$ cat config.mk
export PLATFORM = sky130hd
export DESIGN_NAME = flash_wr_gen
export DESIGN_NICKNAME = d
export VERILOG_FILES = /design/src/rtl/fwc_pkg.sv /design/src/rtl/fwc_cnt.sv /design/src/rtl/fwc_seq.sv /design/src/rtl/fwc_oe_gate.sv /design/src/rtl/flash_wr_gen.sv
export SDC_FILE = /design/constraint.sdc
export NUM_CORES = 1
export LEC_CHECK = 0
export ABC_AREA = 1
export BUFFER_PORTS_ARGS = -buffer_cell sky130_fd_sc_hd__clkbuf_2
export CAP_MARGIN = 25
export CORE_MARGIN = 1.5
export CORE_UTILIZATION = 46
export CTS_BUF_LIST = sky130_fd_sc_hd__clkbuf_8 sky130_fd_sc_hd__clkbuf_16
export DETAILED_ROUTE_END_ITERATION = 16
export PLACE_DENSITY = 0.73
export SYNTH_ARGS = -nofsm -noshare
export SYNTH_HDL_FRONTEND = slang
export SYNTH_SLANG_ARGS = --single-unit
$ cat constraint.sdc
create_clock -name clk_i -period 4.5 [get_ports clk_i]
set_clock_uncertainty 0.2 [all_clocks]
set_input_delay 0.225 -clock clk_i [delete_from_list [all_inputs] [get_ports clk_i]]
set_output_delay 0.225 -clock clk_i [all_outputs]
set_load 0.05 [all_outputs]
$ cat src/rtl/fwc_pkg.sv
package fwc_pkg;

  typedef enum logic [2:0] {
    S_RST, S_IDLE, S_LEAD, S_PULSE, S_TAIL, S_WAIT, S_POLL
  } fwc_state_e;

  function automatic int unsigned ns_to_cyc(input int unsigned ns, input int unsigned per);
    return (ns + per - 1) / per;
  endfunction

  function automatic int unsigned umax(input int unsigned a, input int unsigned b);
    return (a > b) ? a : b;
  endfunction

endpackage

$ cat src/rtl/fwc_cnt.sv
module fwc_cnt #(
  parameter int unsigned   W       = 8,
  parameter logic [W-1:0]  RST_VAL = '0
) (
  input  logic         clk_i,
  input  logic         rst_ni,
  input  logic         load_i,
  input  logic [W-1:0] val_i,
  output logic         zero_o
);
  logic [W-1:0] cnt_q;

  always_ff @(posedge clk_i or negedge rst_ni) begin
    if (!rst_ni)          cnt_q <= RST_VAL;
    else if (load_i)      cnt_q <= val_i;
    else if (cnt_q != '0) cnt_q <= cnt_q - 1'b1;
  end

  assign zero_o = (cnt_q == '0);
endmodule

$ cat src/rtl/fwc_seq.sv
module fwc_seq
  import fwc_pkg::*;
#(
  parameter int unsigned RST_CYC   = 250,
  parameter int unsigned PULSE_CYC = 18,
  parameter int unsigned HOLD_CYC  = 3,
  parameter int unsigned POST_CYC  = 23,
  parameter int unsigned TO_CYC    = 64
) (
  input  logic clk_i,
  input  logic rst_ni,
  input  logic req_valid_i,
  input  logic req_mode_i,
  input  logic sts_i,
  output logic ready_o,
  output logic accept_o,
  output logic lead_o,
  output logic pulse_o,
  output logic mode_o,
  output logic err_o,
  output logic block_oe_o
);
  localparam int unsigned CMAX = umax(umax(RST_CYC, TO_CYC), umax(PULSE_CYC, POST_CYC));
  localparam int unsigned CW   = $clog2(CMAX + 1);
  localparam logic [CW-1:0] RST_LD   = CW'(RST_CYC - 1);
  localparam logic [CW-1:0] PULSE_LD = CW'(PULSE_CYC - 1);
  localparam logic [CW-1:0] HOLD_LD  = CW'(HOLD_CYC - 1);
  localparam logic [CW-1:0] WAIT_LD  = CW'(POST_CYC - HOLD_CYC - 1);
  localparam logic [CW-1:0] TO_LD    = CW'(TO_CYC - 1);
  localparam logic [CW-1:0] PULSE_N  = CW'(PULSE_CYC);
  localparam logic [CW-1:0] POST_N   = CW'(POST_CYC);

  fwc_state_e      state_q, state_d;
  logic            ld, cnt_zero, err_d;
  logic [CW-1:0]   ld_val;
  logic            lead_q, pulse_q, mode_q, err_q;

  fwc_cnt #(.W(CW), .RST_VAL(RST_LD)) u_phase_cnt (
    .clk_i  (clk_i),
    .rst_ni (rst_ni),
    .load_i (ld),
    .val_i  (ld_val),
    .zero_o (cnt_zero)
  );

  assign ready_o  = (state_q == S_IDLE);
  assign accept_o = ready_o & req_valid_i;

  always_comb begin
    state_d = state_q;
    ld      = 1'b0;
    ld_val  = '0;
    err_d   = 1'b0;
    unique case (state_q)
      S_RST:   if (cnt_zero) state_d = S_IDLE;
      S_IDLE:  if (req_valid_i) state_d = S_LEAD;
      S_LEAD:  begin state_d = S_PULSE; ld = 1'b1; ld_val = PULSE_LD; end
      S_PULSE: if (cnt_zero) begin state_d = S_TAIL; ld = 1'b1; ld_val = HOLD_LD; end
      S_TAIL:  if (cnt_zero) begin state_d = S_WAIT; ld = 1'b1; ld_val = WAIT_LD; end
      S_WAIT:  if (cnt_zero) begin state_d = S_POLL; ld = 1'b1; ld_val = TO_LD; end
      S_POLL: begin
        if (sts_i) state_d = S_IDLE;           // ready beats timeout on the same edge
        else if (cnt_zero) begin state_d = S_IDLE; err_d = 1'b1; end
      end
      default: state_d = S_IDLE;
    endcase
  end

  always_ff @(posedge clk_i or negedge rst_ni) begin
    if (!rst_ni) begin
      state_q <= S_RST;
      lead_q  <= 1'b0;
      pulse_q <= 1'b0;
      mode_q  <= 1'b0;
      err_q   <= 1'b0;
    end else begin
      state_q <= state_d;
      lead_q  <= state_d inside {S_LEAD, S_PULSE, S_TAIL};
      pulse_q <= (state_d == S_PULSE);
      err_q   <= err_d;
      if (accept_o) mode_q <= req_mode_i;
    end
  end

  assign lead_o     = lead_q;
  assign pulse_o    = pulse_q;
  assign mode_o     = mode_q;
  assign err_o      = err_q;
  assign block_oe_o = state_d inside {S_RST, S_LEAD, S_PULSE, S_TAIL};

  // checker counters
  logic [CW-1:0] pw_q, post_q;
  always_ff @(posedge clk_i or negedge rst_ni) begin
    if (!rst_ni) begin
      pw_q   <= '0;
      post_q <= '1;
    end else begin
      pw_q   <= pulse_q ? ((pw_q != '1) ? pw_q + 1'b1 : pw_q) : '0;
      post_q <= pulse_q ? '0 : ((post_q != '1) ? post_q + 1'b1 : post_q);
    end
  end

  a_r4_lead_first: assert property (@(posedge clk_i) disable iff (!rst_ni)
    $rose(pulse_q) |-> $past(lead_q));
  a_r4_lead_hold: assert property (@(posedge clk_i) disable iff (!rst_ni)
    $fell(pulse_q) |-> lead_q);
  a_r4_pulse_width: assert property (@(posedge clk_i) disable iff (!rst_ni)
    $fell(pulse_q) |-> pw_q >= PULSE_N);
  a_r2_ready_quiet: assert property (@(posedge clk_i) disable iff (!rst_ni)
    ready_o |-> !lead_q && !pulse_q);
  a_r7_post_wait: assert property (@(posedge clk_i) disable iff (!rst_ni)
    $rose(ready_o) |-> post_q >= POST_N);
  a_r9_err_single: assert property (@(posedge clk_i) disable iff (!rst_ni)
    err_q |=> !err_q);
endmodule

$ cat src/rtl/fwc_oe_gate.sv
module fwc_oe_gate
  import fwc_pkg::*;
#(
  parameter int unsigned REC_CYC = 9
) (
  input  logic clk_i,
  input  logic rst_ni,
  input  logic oe_req_i,
  input  logic block_i,
  input  logic pulse_i,
  input  logic lead_i,
  output logic oe_no
);
  localparam int unsigned RW = $clog2(umax(REC_CYC, 1) + 1);
  localparam logic [RW-1:0] REC_LD = RW'(REC_CYC);

  logic rec_zero, oe_act_q;

  // reloads while the pulse is active, runs out REC_CYC cycles after it ends
  fwc_cnt #(.W(RW), .RST_VAL('0)) u_rec_cnt (
    .clk_i  (clk_i),
    .rst_ni (rst_ni),
    .load_i (pulse_i),
    .val_i  (REC_LD),
    .zero_o (rec_zero)
  );

  always_ff @(posedge clk_i or negedge rst_ni) begin
    if (!rst_ni) oe_act_q <= 1'b0;
    else         oe_act_q <= oe_req_i && !block_i && rec_zero;
  end

  assign oe_no = !oe_act_q;

  a_r11_oe_excl: assert property (@(posedge clk_i) disable iff (!rst_ni)
    oe_act_q |-> !lead_i && !pulse_i);
  a_r10_oe_after_pulse: assert property (@(posedge clk_i) disable iff (!rst_ni)
    $fell(pulse_i) |=> !oe_act_q);
endmodule

$ cat src/rtl/flash_wr_gen.sv
module flash_wr_gen
  import fwc_pkg::*;
#(
  parameter int unsigned AW            = 23,
  parameter int unsigned DW            = 16,
  parameter int unsigned CLK_PERIOD_NS = 4,
  parameter int unsigned T_WP_NS       = 70,
  parameter int unsigned T_WPH_NS      = 30,
  parameter int unsigned T_SU_NS       = 50,
  parameter int unsigned T_CEH_NS      = 10,
  parameter int unsigned T_RST_NS      = 1000,
  parameter int unsigned T_REC_NS      = 35,
  parameter int unsigned T_BUSY_NS     = 90,
  parameter int unsigned TIMEOUT_CYC   = 64,
  parameter logic [2:0]  CE_ON         = 3'b100
) (
  input  logic          clk_i,
  input  logic          rst_ni,
  input  logic          req_valid_i,
  output logic          req_ready_o,
  input  logic [AW-1:0] req_addr_i,
  input  logic [DW-1:0] req_data_i,
  input  logic          req_mode_i,
  input  logic          oe_req_i,
  input  logic          sts_i,
  output logic          err_o,
  output logic [2:0]    flash_ce_o,
  output logic          flash_we_no,
  output logic          flash_oe_no,
  output logic [AW-1:0] flash_addr_o,
  output logic [DW-1:0] flash_dq_o,
  output logic          flash_dq_oe_o
);
  localparam int unsigned P         = CLK_PERIOD_NS;
  localparam int unsigned PULSE_CYC = umax(umax(ns_to_cyc(T_WP_NS, P), ns_to_cyc(T_SU_NS, P) - 1), 1);
  localparam int unsigned HOLD_CYC  = umax(ns_to_cyc(T_CEH_NS, P), 1);
  localparam int unsigned POST_CYC  = umax(umax(ns_to_cyc(T_BUSY_NS, P), ns_to_cyc(T_WPH_NS, P)),
                                           umax(ns_to_cyc(T_REC_NS, P), HOLD_CYC + 1));
  localparam int unsigned RST_CYC   = umax(ns_to_cyc(T_RST_NS, P), 1);
  localparam int unsigned REC_CYC   = ns_to_cyc(T_REC_NS, P);
  localparam int unsigned TO_CYC    = umax(TIMEOUT_CYC, 1);

  logic accept, lead, pulse, mode, block_oe;
  logic [AW-1:0] addr_q;
  logic [DW-1:0] dq_q;

  fwc_seq #(
    .RST_CYC(RST_CYC), .PULSE_CYC(PULSE_CYC), .HOLD_CYC(HOLD_CYC),
    .POST_CYC(POST_CYC), .TO_CYC(TO_CYC)
  ) u_seq (
    .clk_i      (clk_i),
    .rst_ni     (rst_ni),
    .req_valid_i(req_valid_i),
    .req_mode_i (req_mode_i),
    .sts_i      (sts_i),
    .ready_o    (req_ready_o),
    .accept_o   (accept),
    .lead_o     (lead),
    .pulse_o    (pulse),
    .mode_o     (mode),
    .err_o      (err_o),
    .block_oe_o (block_oe)
  );

  fwc_oe_gate #(.REC_CYC(REC_CYC)) u_oe (
    .clk_i   (clk_i),
    .rst_ni  (rst_ni),
    .oe_req_i(oe_req_i),
    .block_i (block_oe),
    .pulse_i (pulse),
    .lead_i  (lead),
    .oe_no   (flash_oe_no)
  );

  always_ff @(posedge clk_i or negedge rst_ni) begin
    if (!rst_ni) begin
      addr_q <= '0;
      dq_q   <= '0;
    end else if (accept) begin
      addr_q <= req_addr_i;
      dq_q   <= req_data_i;
    end
  end

  // mode only changes on accept, while both strobes are off
  logic ce_act, we_act;
  assign ce_act        = mode ? pulse : lead;
  assign we_act        = mode ? lead  : pulse;
  assign flash_ce_o    = ce_act ? CE_ON : ~CE_ON;
  assign flash_we_no   = !we_act;
  assign flash_addr_o  = addr_q;
  assign flash_dq_o    = dq_q;
  assign flash_dq_oe_o = lead;

  a_r6_bus_stable: assert property (@(posedge clk_i) disable iff (!rst_ni)
    lead && $past(lead) |-> $stable(flash_addr_o) && $stable(flash_dq_o));
  a_r11_no_contention: assert property (@(posedge clk_i) disable iff (!rst_ni)
    !flash_oe_no |-> !flash_dq_oe_o);
  a_r1_quiet_until_ready: assert property (@(posedge clk_i) disable iff (!rst_ni)
    $rose(lead) |-> $past(req_ready_o));
endmodule

## Word level (Yosys, flattened, before mapping)

Cells that the tools add are included.

| storage, ports and cells | value |
|---|---|
| output and inout bits | 47 |
| flip-flop bits (word level) | 59 |
| bits of input ports | 45 |
| word-level logic and storage cells | 60 |

| operators by class | value |
|---|---|
| mux-type cells | 22 |
| add/subtract/negate cells | 2 |
| reduce and logical (&&, ||, !) cells | 16 |
| bitwise operators | 1 |
| equal/unequal tests | 9 |

Operators with widths:

| operator | count |
|---|---|
| 8-bit one-hot mux with 4 select lines | 1 |
| 3-bit 2-to-1 mux | 7 |
| 3-bit one-hot mux with 7 select lines | 1 |
| 8-bit 2-to-1 mux | 2 |
| 3-bit by 2-bit equality test with 1-bit output (second input constant) | 4 |
| 3-bit equality test (second input constant) | 4 |
| 8-bit logical NOT | 1 |
| 4-bit 2-to-1 mux | 2 |
| 4-bit nonzero test | 2 |
| 8-bit nonzero test | 1 |
| 8-bit by 1-bit subtractor with 8-bit output (second input constant) | 1 |
| 3-bit logical NOT | 2 |
| 6-bit 2-to-1 mux | 1 |
| 1-bit 2-to-1 mux | 5 |
| 5-bit 2-to-1 mux | 1 |
| 4-bit logical NOT | 1 |
| 2-bit nonzero test | 2 |
| 4-bit by 1-bit subtractor with 4-bit output (second input constant) | 1 |
| 3-bit by 1-bit equality test with 1-bit output (second input constant) | 1 |
| 1-bit logical NOT | 3 |
| 3-bit nonzero test | 1 |
| 3-bit OR reduction | 1 |
| 1-bit logical AND | 2 |
| 2-bit 2-to-1 mux | 1 |
| other kinds (2) | 2 |

## Longest topological paths before layout

Gate-level depths: netlist of run 1.

| logic depth | value |
|---|---|
| word-level depth | 9 |
| mapped depth | 11 |
| gate-level depth less buffers | 10 |

## Modules after synthesis

A second synthesis of run 1 with hierarchy kept.

| second synthesis, totals | value |
|---|---|
| cells, all modules | 354 |
| area, all modules | 2795.2 um^2 |

Modules (own cells, without submodules):

| module | area each (um^2) | seq. area each (um^2) | instances | cells an instance |
|---|---|---|---|---|
| flash_wr_gen | 1526.5 | 975.9 | 1 | 179 |
| fwc_cnt (u_seq.u_phase_cnt) | 520.5 | 207.7 | 1 | 71 |
| fwc_seq | 459.2 | 175.2 | 1 | 64 |
| fwc_cnt (u_oe.u_rec_cnt) | 242.7 | 100.1 | 1 | 34 |
| fwc_oe_gate | 46.3 | 25.0 | 1 | 6 |

## Worst setup path after synthesis of run 1

No wires, ideal clock.

| path | value |
|---|---|
| kind | register to output |
| start point | register u_seq.pulse_q, in the netlist u_seq.pulse_o |
| end point | output port flash_we_no |
| buffers on the path | 0 |
| arrival | 1.492 ns |
| slack | 2.583 ns |
| cell stages (with the launch flop) | 2 |
| data required time | 4.075 ns |
| cells stage by stage | dfrtp_1 -> o21ai_0 |

| on the way | value |
|---|---|
| word-level cells in the longest chain between the ends | 2 |

RTL lines:

| what | RTL line | RTL |
|---|---|---|
| from (decl) | fwc_seq.sv:36 | `logic lead_q, pulse_q, mode_q, err_q;` |
| from (signal assigned) | fwc_seq.sv:79 | `pulse_q <= (state_d == S_PULSE);` |
| 1-bit 2-to-1 mux | flash_wr_gen.sv:88 | `assign we_act = mode ? lead : pulse;` |
| 1-bit logical NOT | flash_wr_gen.sv:90 | `assign flash_we_no = !we_act;` |
| to (decl) | flash_wr_gen.sv:28 | `output logic flash_we_no,` |

No other way between the ends.

## Worst setup path after layout of run 1

| path | value |
|---|---|
| start point | register u_seq.state_q[1] |
| end point | register addr_q[20], in the netlist flash_addr_o[20] |

| on the way | value |
|---|---|
| word-level cells in the longest chain between the ends | 2 |

RTL lines:

| what | RTL line | RTL |
|---|---|---|
| from (decl) | fwc_seq.sv:33 | `fwc_state_e state_q, state_d;` |
| from (signal assigned) | fwc_seq.sv:77 | `state_q <= state_d;` |
| 3-bit by 1-bit equality test with 1-bit output | fwc_seq.sv:46 | `assign ready_o = (state_q == S_IDLE);` |
| 1-bit bitwise AND | fwc_seq.sv:47 | `assign accept_o = ready_o & req_valid_i;` |
| to (signal assigned) | flash_wr_gen.sv:80 | `addr_q <= req_addr_i;` |
| to (decl) | flash_wr_gen.sv:44 | `logic [AW-1:0] addr_q;` |

No other way between the ends.
A chain may end at the register's enable or synchronous reset.

==> run metrics, run 1 <==
first-pass GRT wire length=about 12000 microns; die area=6250 sq um; Place WS=about 2.5 ns; number of cell rows=27; min setup slack post-route=approximately 2.5 ns; Horiz. Die Dim=roughly 79 microns; Routed Antenna Nets=0; layout cells sized above 1=28.8%; Post-Synthesis Cells=about 330; drt wl/cell=12.7 microns; syn nets=roughly 370; nets=509; clock latency on the worst-skew pair=between 0.3 and 0.4 ns; Pins Over Slew Limit=0; leak pwr=2.16 nW; Remaining DRCs=0; pin count of the biggest net entering global routing=60; critical path cell sequence=inv_2, nand4_2, buf_4, inv_2, nand2_1, nand2_1; Flop pwr share=between 30% and 40%; Area contributors post-synth=dfrtp_1 50%, nand2_1 20%, dfstp_2 5.9%, inv_1 3.8%, nor2_1 3.0%; Root Buffer=clkbuf_8; internal power=0.00148 W; CTS Buf Count=9; clock-pin slew on the worst setup and hold paths=approximately 0.070 ns; Seq/Total Area, Yosys=between 50% and 60%; vias in the first global route=~2500; Die Ht=between 70 and 80 microns; Area growth syn-to-layout=42.8%; gr ovfl total=0; Max Fanout on Critical Path=between 40 and 50; Multi-input gate area=around 1000 sq um; initial antenna violation count=0; Max-Cap Viols=0; post-synth top area share=approximately half; Top FF cell, synth=dfrtp_1; post-layout min period=between 2 and 2.5 ns; critical path type=reg2reg; area occupied by registers=1480 sq um; CP max stage delay=between 0.5 and 0.6 ns; most frequent cell after synthesis=nand2_1; Final Hold Viols=0; Async S/R FF share, synth=100%; clk buf depth=2; Combinational Power Share=52.1%; vias post-DR=~2500; RSZ-0062 raised after global routing=false; status=completed; CP Launch Type=flip-flop; IO Count=92; Worst Hold Class=in2reg; Power Density=799 nW/um^2; port bufs=91; Initial Util=48.1%; core region area=~5500 sq um; number of synthesis warnings=0; Final setup viols=0; GRT Total Usage=24.3%; n_diodes=0; synth cell count leaders=144 x nand2_1, 53 x dfrtp_1, 27 x inv_1; Final GP Congestion=a little over 0.8; Synth Register Bits=~60; Post-DP HPWL=just under 4000 microns; mean post-synth cell area=approximately 8.2 sq um; Worst-Margin Slew=approximately 0.73 ns; Detailed Route Iter0 Violations=about 130; Sink Count=59; EDFF count, synth=0; P_sw=between 0.0015 and 0.002 W; CP max stage cell=inv_2; Netlist Area Pre-Place=2660 sq um; synth unique cells=27; post-synth top area cell=dfrtp_1; Critical Path AT=2.12 ns; setup_tns=0 ns; crit end category=flip-flop; Clk network pwr share=about 17%; DRT Pass-1 Iters=5; Max rail drop VDD=between 0.4 and 0.5 mV; Slew headroom=between 50% and 60%; Sw Ratio=between 50 and 60%; Detailed Route WL=roughly 6800 microns; H-tree depth=3; FILL cells=440; CTS tree=done; Critical Path RT=~4.6 ns; post-DR vias/cell=4.74; Final Cycle Share=a little under half; fmax=about 0.49 GHz
worst paths after layout:
kind	startpoint	to	slack, ns	cells past startpoint
max	u_seq.state_q[1]	flash_addr_o[20]	2.46	6
min	req_valid_i	u_seq.state_q[0]	0.17	6
max reg2reg	u_seq.state_q[1]	flash_addr_o[20]	2.46	6
min reg2reg	flash_dq_o[13]	flash_dq_o[13]	0.28	2
max in group asynchronous	rst_ni	u_oe.oe_act_q	3.24	3
min in group asynchronous	rst_ni	flash_dq_o[5]	0.37	3
kinds of logic (layout without fill, tap and decap cells):
logic type      Yosys count  after routing  synth area share, %
buf+inv                  43            184                 6.81
compound gates           25             25                 5.73
flops                    59             59                 55.7
fa+ha+maj                 3              3                 1.41
xor+xnor                  2              2                0.658
simple gates            193            193                 29.7
what timing repair did:
item / in CTS / in global routing
hold buffers: 43 / 0
setup buffers: 0 / 0
endpoints found under the setup margin: 0 / 0
gates resized for setup: 0 / 0
hold endpoints to repair: 95 / 0
worst max-delay path: cells and delay by family, from the launching register on:
kind | cells | cell delay (ns)
flops | 1 | 0.44
simple gates | 3 | 0.35
buf+inv | 3 | 0.97
power groups by stage:
stage / Sequential [W] / Combinational, W / Clock, W
2_1_floorplan: 0.00149 / 0.000649 / 0
3_3_place_gp: 0.000936 / 0.00151 / 0
3_5_place_dp: 0.000932 / 0.00155 / 0
4_1_cts: 0.000936 / 0.00158 / 0.000522
5_1_grt: 0.000966 / 0.00172 / 0.000547
6_report: 0.000942 / 0.00158 / 0.000511
registers in the layout, indices dropped and copies added, names as in the netlist:
name / count
flash_addr_o: 23
flash_dq_o: 16
u_seq.u_phase_cnt.cnt_q: 8
u_oe.u_rec_cnt.cnt_q: 4
u_seq.state_q: 3
u_oe.oe_act_q: 1
u_seq.err_o: 1
u_seq.lead_o: 1
u_seq.mode_o: 1
u_seq.pulse_o: 1
per-stage QoR:
step / hold WS (ns) / instance area, sq um / std cells / utilization, % / total power [W]
6_report: 0.169 / 3800 / 538 / 68.6 / 0.00304
5_1_grt: 0.239 / 3800 / 538 / 68.6 / 0.00323
4_1_cts: 0.158 / 3800 / 538 / 68.6 / 0.00304
3_5_place_dp: 0.226 / 3160 / 479 / 57.1 / 0.00248
3_3_place_gp: 0.219 / 3160 / 479 / 57.1 / 0.00245
2_1_floorplan: -0.271 / 2660 / 325 / - / 0.00214
layer usage:
layer  vias to the layer above  share of wire, %  global-route usage (%)  wire (microns)
li1                       1261                 -                       -               -
met1                      1177                44                    31.1            2970
met2                        99                48                    37.3            3270
met3                        11               6.7                    7.59             457
met4                         0               1.7                    12.5             119
met5                         -                 0                       0               0
area by class of cell:
type                       instances  share of cell area (%)
sequential                        59                    39.0
tap                               72                    2.37
clock buffer                       9                    3.26
inverter                          32                    3.16
multi-input combinational        223                    26.2
timing repair buffer             136                    23.7
clock inverter                     7                    2.24
placed cells by master, fill, tap and decap left out:
master         Yosys  final
a21oi_1            6      6
o21ai_1            5      5
a211oi_1           2      2
bufinv_16          0      2
dlygate4sd3_1      0     43
a21boi_1           1      1
ha_1               3      3
nor2_1            21     21
a22oi_1            2      2
nand2_2            7      7
buf_4              2      2
nand4_2            1      1
clkbuf_2           0     91
nand3_1           12     12
clkinv_2           0      2
nor2_2             6      6
o21ai_0            6      6
clkbuf_8           0      9
xnor2_1            2      2
dfrtp_1           53     53
a31oi_1            1      1
clkinvlp_4         0      1
nand4_1            1      1
o21ai_4            1      1
nand3_2            1      1
nand2_1          144    144
a21boi_0           1      1
dfstp_2            6      6
inv_2              5      5
inv_1             27     29
Note: power is estimated with default switching activity, not from simulation.
==> run 2, diff against run 1 <==
--- a/config.mk
+++ b/config.mk
@@ -9,10 +9,10 @@
 export BUFFER_PORTS_ARGS = -buffer_cell sky130_fd_sc_hd__clkbuf_2
 export CAP_MARGIN = 25
 export CORE_MARGIN = 1.5
-export CORE_UTILIZATION = 46
+export CORE_UTILIZATION = 45
 export CTS_BUF_LIST = sky130_fd_sc_hd__clkbuf_8 sky130_fd_sc_hd__clkbuf_16
 export DETAILED_ROUTE_END_ITERATION = 16
-export PLACE_DENSITY = 0.73
+export PLACE_DENSITY = 0.75
 export SYNTH_ARGS = -nofsm -noshare
 export SYNTH_HDL_FRONTEND = slang
 export SYNTH_SLANG_ARGS = --single-unit
==> constraint.sdc (replaced) <==
create_clock -name clk_i -period 1.7 [get_ports clk_i]
set_clock_uncertainty 0.2 [all_clocks]
set_input_delay 0.085 -clock clk_i [delete_from_list [all_inputs] [get_ports clk_i]]
set_output_delay 0.085 -clock clk_i [all_outputs]
set_load 0.05 [all_outputs]
==> run metrics, run 2 (synthesis results as in run 1) <==
Critical Path RT=~1.8 ns; Sink Count=59; Initial Util=between 40% and 50%; most common cell after layout, fill and taps aside=nand2_1; Crit path max-delay family=compound AO/OA/AOI/OAI gates; leak pwr=2.21 nW; core region area=approximately 5600 sq um; Placed Instances=around 490; Power Density=about 2100 nW/um^2; CTS tree=done; Area growth syn-to-layout=49.0%; P_sw=around 0.0043 W; critical path type=reg2reg; Max Fanout on Critical Path=8; Clk network pwr share=around 15%; most frequent cells in the layout=140 x nand2_1, 91 x clkbuf_2, 50 x dfrtp_1; Final Cell Area=roughly 4000 sq um; RSZ-0062 raised after global routing=true; n_diodes=0; r2r endpoint=u_seq.u_phase_cnt.cnt_q[5]; Worst-Margin Slew=roughly 0.44 ns; min setup slack post-route=0.00314 ns; IO Count=slightly above 90; post-DR vias/cell=4.74; FILL cells=440; drt wl/cell=13.1 microns; Final setup viols=0; CTS Buf Count=9; CP bufs+invs=1; Hold Path Depth=6; Max rail drop VDD=1.24 mV; Detailed Route WL=~7000 microns; Horiz. Die Dim=between 70 and 80 microns; Max-Cap Viols=0; clock latency on the worst-skew pair=roughly 0.33 ns; first-pass GRT wire length=12000 microns; Worst Setup SP=u_seq.u_phase_cnt.cnt_q[0]; CP max stage delay=0.52 ns; pin count of the biggest net entering global routing=60; Critical Path End=u_seq.u_phase_cnt.cnt_q[5]; Min Hold Slack=0.0328 ns; gr ovfl total=0; Detailed Route Iter0 Violations=approximately 130; Pins Over Slew Limit=0; Final Cycle Share=99.8%; Combinational Power Share=between 50% and 60%; CP Launch Type=flip-flop; Remaining DRCs=0; die area=between 6000 and 7000 sq um; Final GP Congestion=slightly below 0.9; area occupied by registers=approximately 1500 sq um; Sw Ratio=51.5%; Critical Path AT=around 1.7 ns; clock-pin slew on the worst setup and hold paths=around 0.06 ns; max reg flops=23; Worst Hold Class=in2reg; H-tree depth=3; critical path cell sequence=inv_2, ha_4, nand2_4, nor2_4, o21ai_4, o21ai_1, a21oi_1; CP max stage cell=dfstp_2; vias in the first global route=2706; initial antenna violation count=0; number of cell rows=27; Final Hold Viols=0; Post-DP HPWL=4250 microns; Root Buffer=clkbuf_8; internal power=~0.004 W; nets=roughly 520; Die Ht=79.9 microns; layout cells sized above 1=34.7%; Multi-input gate area=1080 sq um; post-layout min period=1.70 ns; Routed Antenna Nets=0; status=completed; vias post-DR=approximately 2600; Flop pwr share=between 30% and 40%; crit end category=flip-flop; total stage count of the critical path=7; port bufs=slightly above 90; non-filler cells, final=between 500 and 600; Place WS=-0.0868 ns; DRT Pass-1 Iters=4; GRT Total Usage=between 20% and 30%; fmax=roughly 0.59 GHz; Placed Area=between 3000 and 4000 sq um; clk buf depth=2; R2R depth=7; Slew headroom=between 70 and 80%; Reg-to-Reg Start=u_seq.u_phase_cnt.cnt_q[0]; R2R Setup Slk=roughly 0.0031 ns
==> run 2: per-stage QoR <==
step	setup TNS, ns	utilization, %	total power [W]
after floorplan	0	-	0.00569
after global placement	-0.0107	58.2	0.00660
after detailed placement	-0.303	58.2	0.00671
after CTS	0	69.7	0.00817
after global routing	-0.412	70.7	0.00885
final	0	70.7	0.00833
==> run 2: worst min path at each step <==
stage                            from          endpoint  slack, ns
after floorplan                rst_ni   flash_addr_o[0]      -0.41
after global placement         rst_ni       u_seq.err_o      -0.08
after detailed placement       rst_ni       u_seq.err_o      -0.08
after CTS                 req_valid_i  u_seq.state_q[0]       0.03
after global routing      req_valid_i  u_seq.state_q[0]       0.06
final                     req_valid_i  u_seq.state_q[0]       0.03
==> run 2: what timing repair did <==
| action | 4_1_cts | 5_1_grt |
|---|---|---|
| buffers inserted | 1 | 3 |
| cloned | 1 | 0 |
| setup endpoints to repair | 10 | 12 |
| hold buffers | 43 | 0 |
| resized for setup | 9 | 13 |
| pin swaps | 5 | 10 |
| hold endpoints to repair | 103 | 0 |
==> run 2: power groups by stage <==
stage	Clock (W)	Sequential [W]	Combinational, W
floorplan	0	0.00395	0.00175
global placement	0	0.00247	0.00412
detailed placement	0	0.00248	0.00424
CTS	0.00127	0.00249	0.00441
global route	0.00133	0.00258	0.00494
finish	0.00125	0.00250	0.00458
==> run 2: worst reg2reg max path, cell delays in order (launching register included) <==
cell	delay [ns]
dfstp_2	0.52
inv_2	0.04
ha_4	0.16
nand2_4	0.09
nor2_4	0.06
o21ai_4	0.24
o21ai_1	0.11
a21oi_1	0.19
==> run 2: per-layer routing <==
metal	GRT usage [%]	share of wire, %
met4	8.62	1.8
met5	0	0
met3	6.51	6.5
met1	29.6	41
met2	41.8	50
==> run 2: cell type report <==
class                   count  area share [%]
repair buffers            145            25.0
clock buffers              10            3.47
well taps                  72            2.27
multi-input cells         224            27.2
inverters                  32            3.09
flip-flops and latches     59            37.5
clock inverters             6            1.42
==> run 3, diff against run 2 <==
--- a/config.mk
+++ b/config.mk
@@ -5,14 +5,15 @@
 export SDC_FILE = /design/constraint.sdc
 export NUM_CORES = 1
 export LEC_CHECK = 0
-export ABC_AREA = 1
 export BUFFER_PORTS_ARGS = -buffer_cell sky130_fd_sc_hd__clkbuf_2
 export CAP_MARGIN = 25
+export CORE_ASPECT_RATIO = 2
 export CORE_MARGIN = 1.5
 export CORE_UTILIZATION = 45
 export CTS_BUF_LIST = sky130_fd_sc_hd__clkbuf_8 sky130_fd_sc_hd__clkbuf_16
 export DETAILED_ROUTE_END_ITERATION = 16
 export PLACE_DENSITY = 0.75
+export SKIP_LAST_GASP = 1
 export SYNTH_ARGS = -nofsm -noshare
 export SYNTH_HDL_FRONTEND = slang
 export SYNTH_SLANG_ARGS = --single-unit
==> run metrics, run 3 <==
most frequent cells in the layout=89 x clkbuf_2, 52 x dfrtp_1, 44 x dlygate4sd3_1; number of synthesis warnings=0; Final Cell Area=about 4500 sq um; most frequent cell after synthesis=dfrtp_1; Post-DP HPWL=around 4500 microns; DRT Pass-1 Iters=4; most common cell after layout, fill and taps aside=clkbuf_2; non-filler cells, final=438; CTS tree=done; setup_tns=-1.50 ns; post-DR vias/cell=5.32; nets=420; P_sw=0.00417 W; Max rail drop VDD=2.13 mV; Remaining DRCs=0; Area contributors post-synth=dfrtp_1 50%, mux2_2 17%, dfstp_2 6.0%, a21oi_1 1.9%, buf_4 1.7%; Top FF cell, synth=dfrtp_1; Sink Count=59; synth cell count leaders=53 x dfrtp_1, 39 x mux2_2, 10 x a21oi_1, 10 x nor2_1, 8 x inv_1; Placed Area=3340 sq um; pin count of the biggest net entering global routing=24; Async S/R FF share, synth=100%; Placed Instances=about 370; Flop pwr share=27.1%; drt wl/cell=18.3 microns; Min Hold Slack=0.0803 ns; die area=between 6000 and 7000 sq um; Slew headroom=between 60% and 70%; Max Fanout on Critical Path=4; Clk network pwr share=around a fifth; Area growth syn-to-layout=69.7%; synth unique cells=between 40 and 50; gr ovfl total=0; Worst Hold Class=in2async; critical path type=reg2reg; first-pass GRT wire length=approximately 11000 microns; Critical Path RT=around 1.8 ns; crit end category=flip-flop; max reg flops=23; post-layout min period=1.84 ns; Pins Over Slew Limit=0; critical path cell sequence=inv_2, ha_4, nor4b_4, buf_4, and4b_2, nand3_2, nand2_1; failing checks=negative setup slack; Final Cycle Share=108%; post-synth top area cell=dfrtp_1; CP max stage cell=dfrtp_1; Synth Register Bits=approximately 60; status=finished with violations; clock latency on the worst-skew pair=roughly 0.33 ns; Routed Antenna Nets=0; Seq/Total Area, Yosys=between 50 and 60%; core region area=5660 sq um; Netlist Area Pre-Place=between 2000 and 3000 sq um; min setup slack post-route=-0.140 ns; IO Count=between 90 and 100; Post-Synthesis Cells=between 200 and 250; CP Launch Type=flip-flop; vias in the first global route=2486; Detailed Route WL=approximately 8000 microns; internal power=~0.005 W; leak pwr=between 2 and 2.5 nW; n_diodes=0; CP max stage delay=between 0.3 and 0.4 ns; Worst-Margin Slew=0.541 ns; fmax=around 0.54 GHz; Max-Cap Viols=0; number of cell rows=39; RSZ-0062 raised after global routing=true; H-tree depth=3; Horiz. Die Dim=~57 microns; CTS Buf Count=9; Final Hold Viols=0; GRT Total Usage=23.8%; syn nets=250; Critical Path AT=about 1.9 ns; Power Density=roughly 2100 nW/um^2; EDFF count, synth=0; Detailed Route Iter0 Violations=73; initial antenna violation count=0; clock-pin slew on the worst setup and hold paths=approximately 0.050 ns; port bufs=between 90 and 100; post-synth top area share=about half; Initial Util=a little under half; vias post-DR=about 2300; Final setup viols=26; layout cells sized above 1=roughly three fifths; Final GP Congestion=0.896; Root Buffer=clkbuf_16; Die Ht=about 110 microns; Sw Ratio=about 45%; mean post-synth cell area=13.0 sq um; Combinational Power Share=53.6%; clk buf depth=2
[run 3: repair_timing]
action | 4_1_cts | 5_1_grt
buffers inserted | 3 | 4
setup endpoints to repair | 45 | 47
gates resized for setup | 13 | 41
hold endpoints to repair | 103 | 0
hold buffers | 44 | 0
gates cloned | 1 | 3
pin swaps | 3 | 7
[run 3: final timing paths]
kind / from / end / slack, ns / depth (start not counted)
max: u_seq.u_phase_cnt.cnt_q[1] / u_seq.u_phase_cnt.cnt_q[5] / -0.14 / 7
min: rst_ni / u_seq.u_phase_cnt.cnt_q[1] / 0.08 / 2
max reg2reg: u_seq.u_phase_cnt.cnt_q[1] / u_seq.u_phase_cnt.cnt_q[5] / -0.14 / 7
min reg2reg: flash_dq_o[3] / flash_dq_o[3] / 0.28 / 1
max in group asynchronous: rst_ni / u_seq.lead_o / 0.71 / 3
min in group clk_i: flash_dq_o[3] / flash_dq_o[3] / 0.28 / 1
[run 3: critical path, delay by kind of cell (launching register included)]
family,cells,cell delay [ns]
flops,1,0.39
fa+ha+maj,1,0.13
simple gates,4,0.79
buf+inv,2,0.26
[run 3: cell type report]
cell class                 count  area (sq um)
timing repair buffer         170          1330
inverter                       8          33.8
fill                         328          1200
tap                           61          76.3
clock inverter                 6          57.6
multi-input combinational    124          1250
clock buffer                  10           239
sequential                    59          1490
[run 3: power groups by stage]
| stage | combinational (W) | clock [W] | sequential (W) |
|---|---|---|---|
| floorplan | 0.00151 | 0 | 0.00413 |
| global placement | 0.00419 | 0 | 0.00242 |
| detailed placement | 0.00426 | 0 | 0.00246 |
| CTS | 0.00448 | 0.00180 | 0.00244 |
| global route | 0.00517 | 0.00186 | 0.00256 |
| finish | 0.00494 | 0.00178 | 0.00250 |
[run 3: metrics by stage]
step / worst slack (ns) / util, % / total power (W)
after global routing: -0.209 / 78.9 / 0.00959
after detailed placement: -0.183 / 59.0 / 0.00671
final: -0.140 / 78.9 / 0.00922
after floorplan: -0.331 / - / 0.00564
after global placement: -0.0915 / 59.0 / 0.00661
after CTS: -0.153 / 74.0 / 0.00872
[run 3: metal layers]
layer  share of wire, %  vias up  GRT usage [%]
met5                  0        -              0
met4                2.8        0           12.7
met3                4.3       18           5.25
met2                 58       89           44.1
met1                 34     1157           23.3
li1                   -     1067              -
[run 3: cells by family (layout without fill, tap and decap cells)]
| group | after synthesis | count (layout) | synth area share, % |
|---|---|---|---|
| AOI/OAI and AO/OA | 29 | 29 | 7.61 |
| xor gates and xnor gates | 3 | 3 | 0.999 |
| adders and majority gates | 3 | 3 | 1.43 |
| buffers and inverters | 19 | 194 | 3.95 |
| DFF | 59 | 59 | 56.4 |
| muxes | 43 | 43 | 18.3 |
| and+or+nand+nor | 46 | 46 | 11.3 |
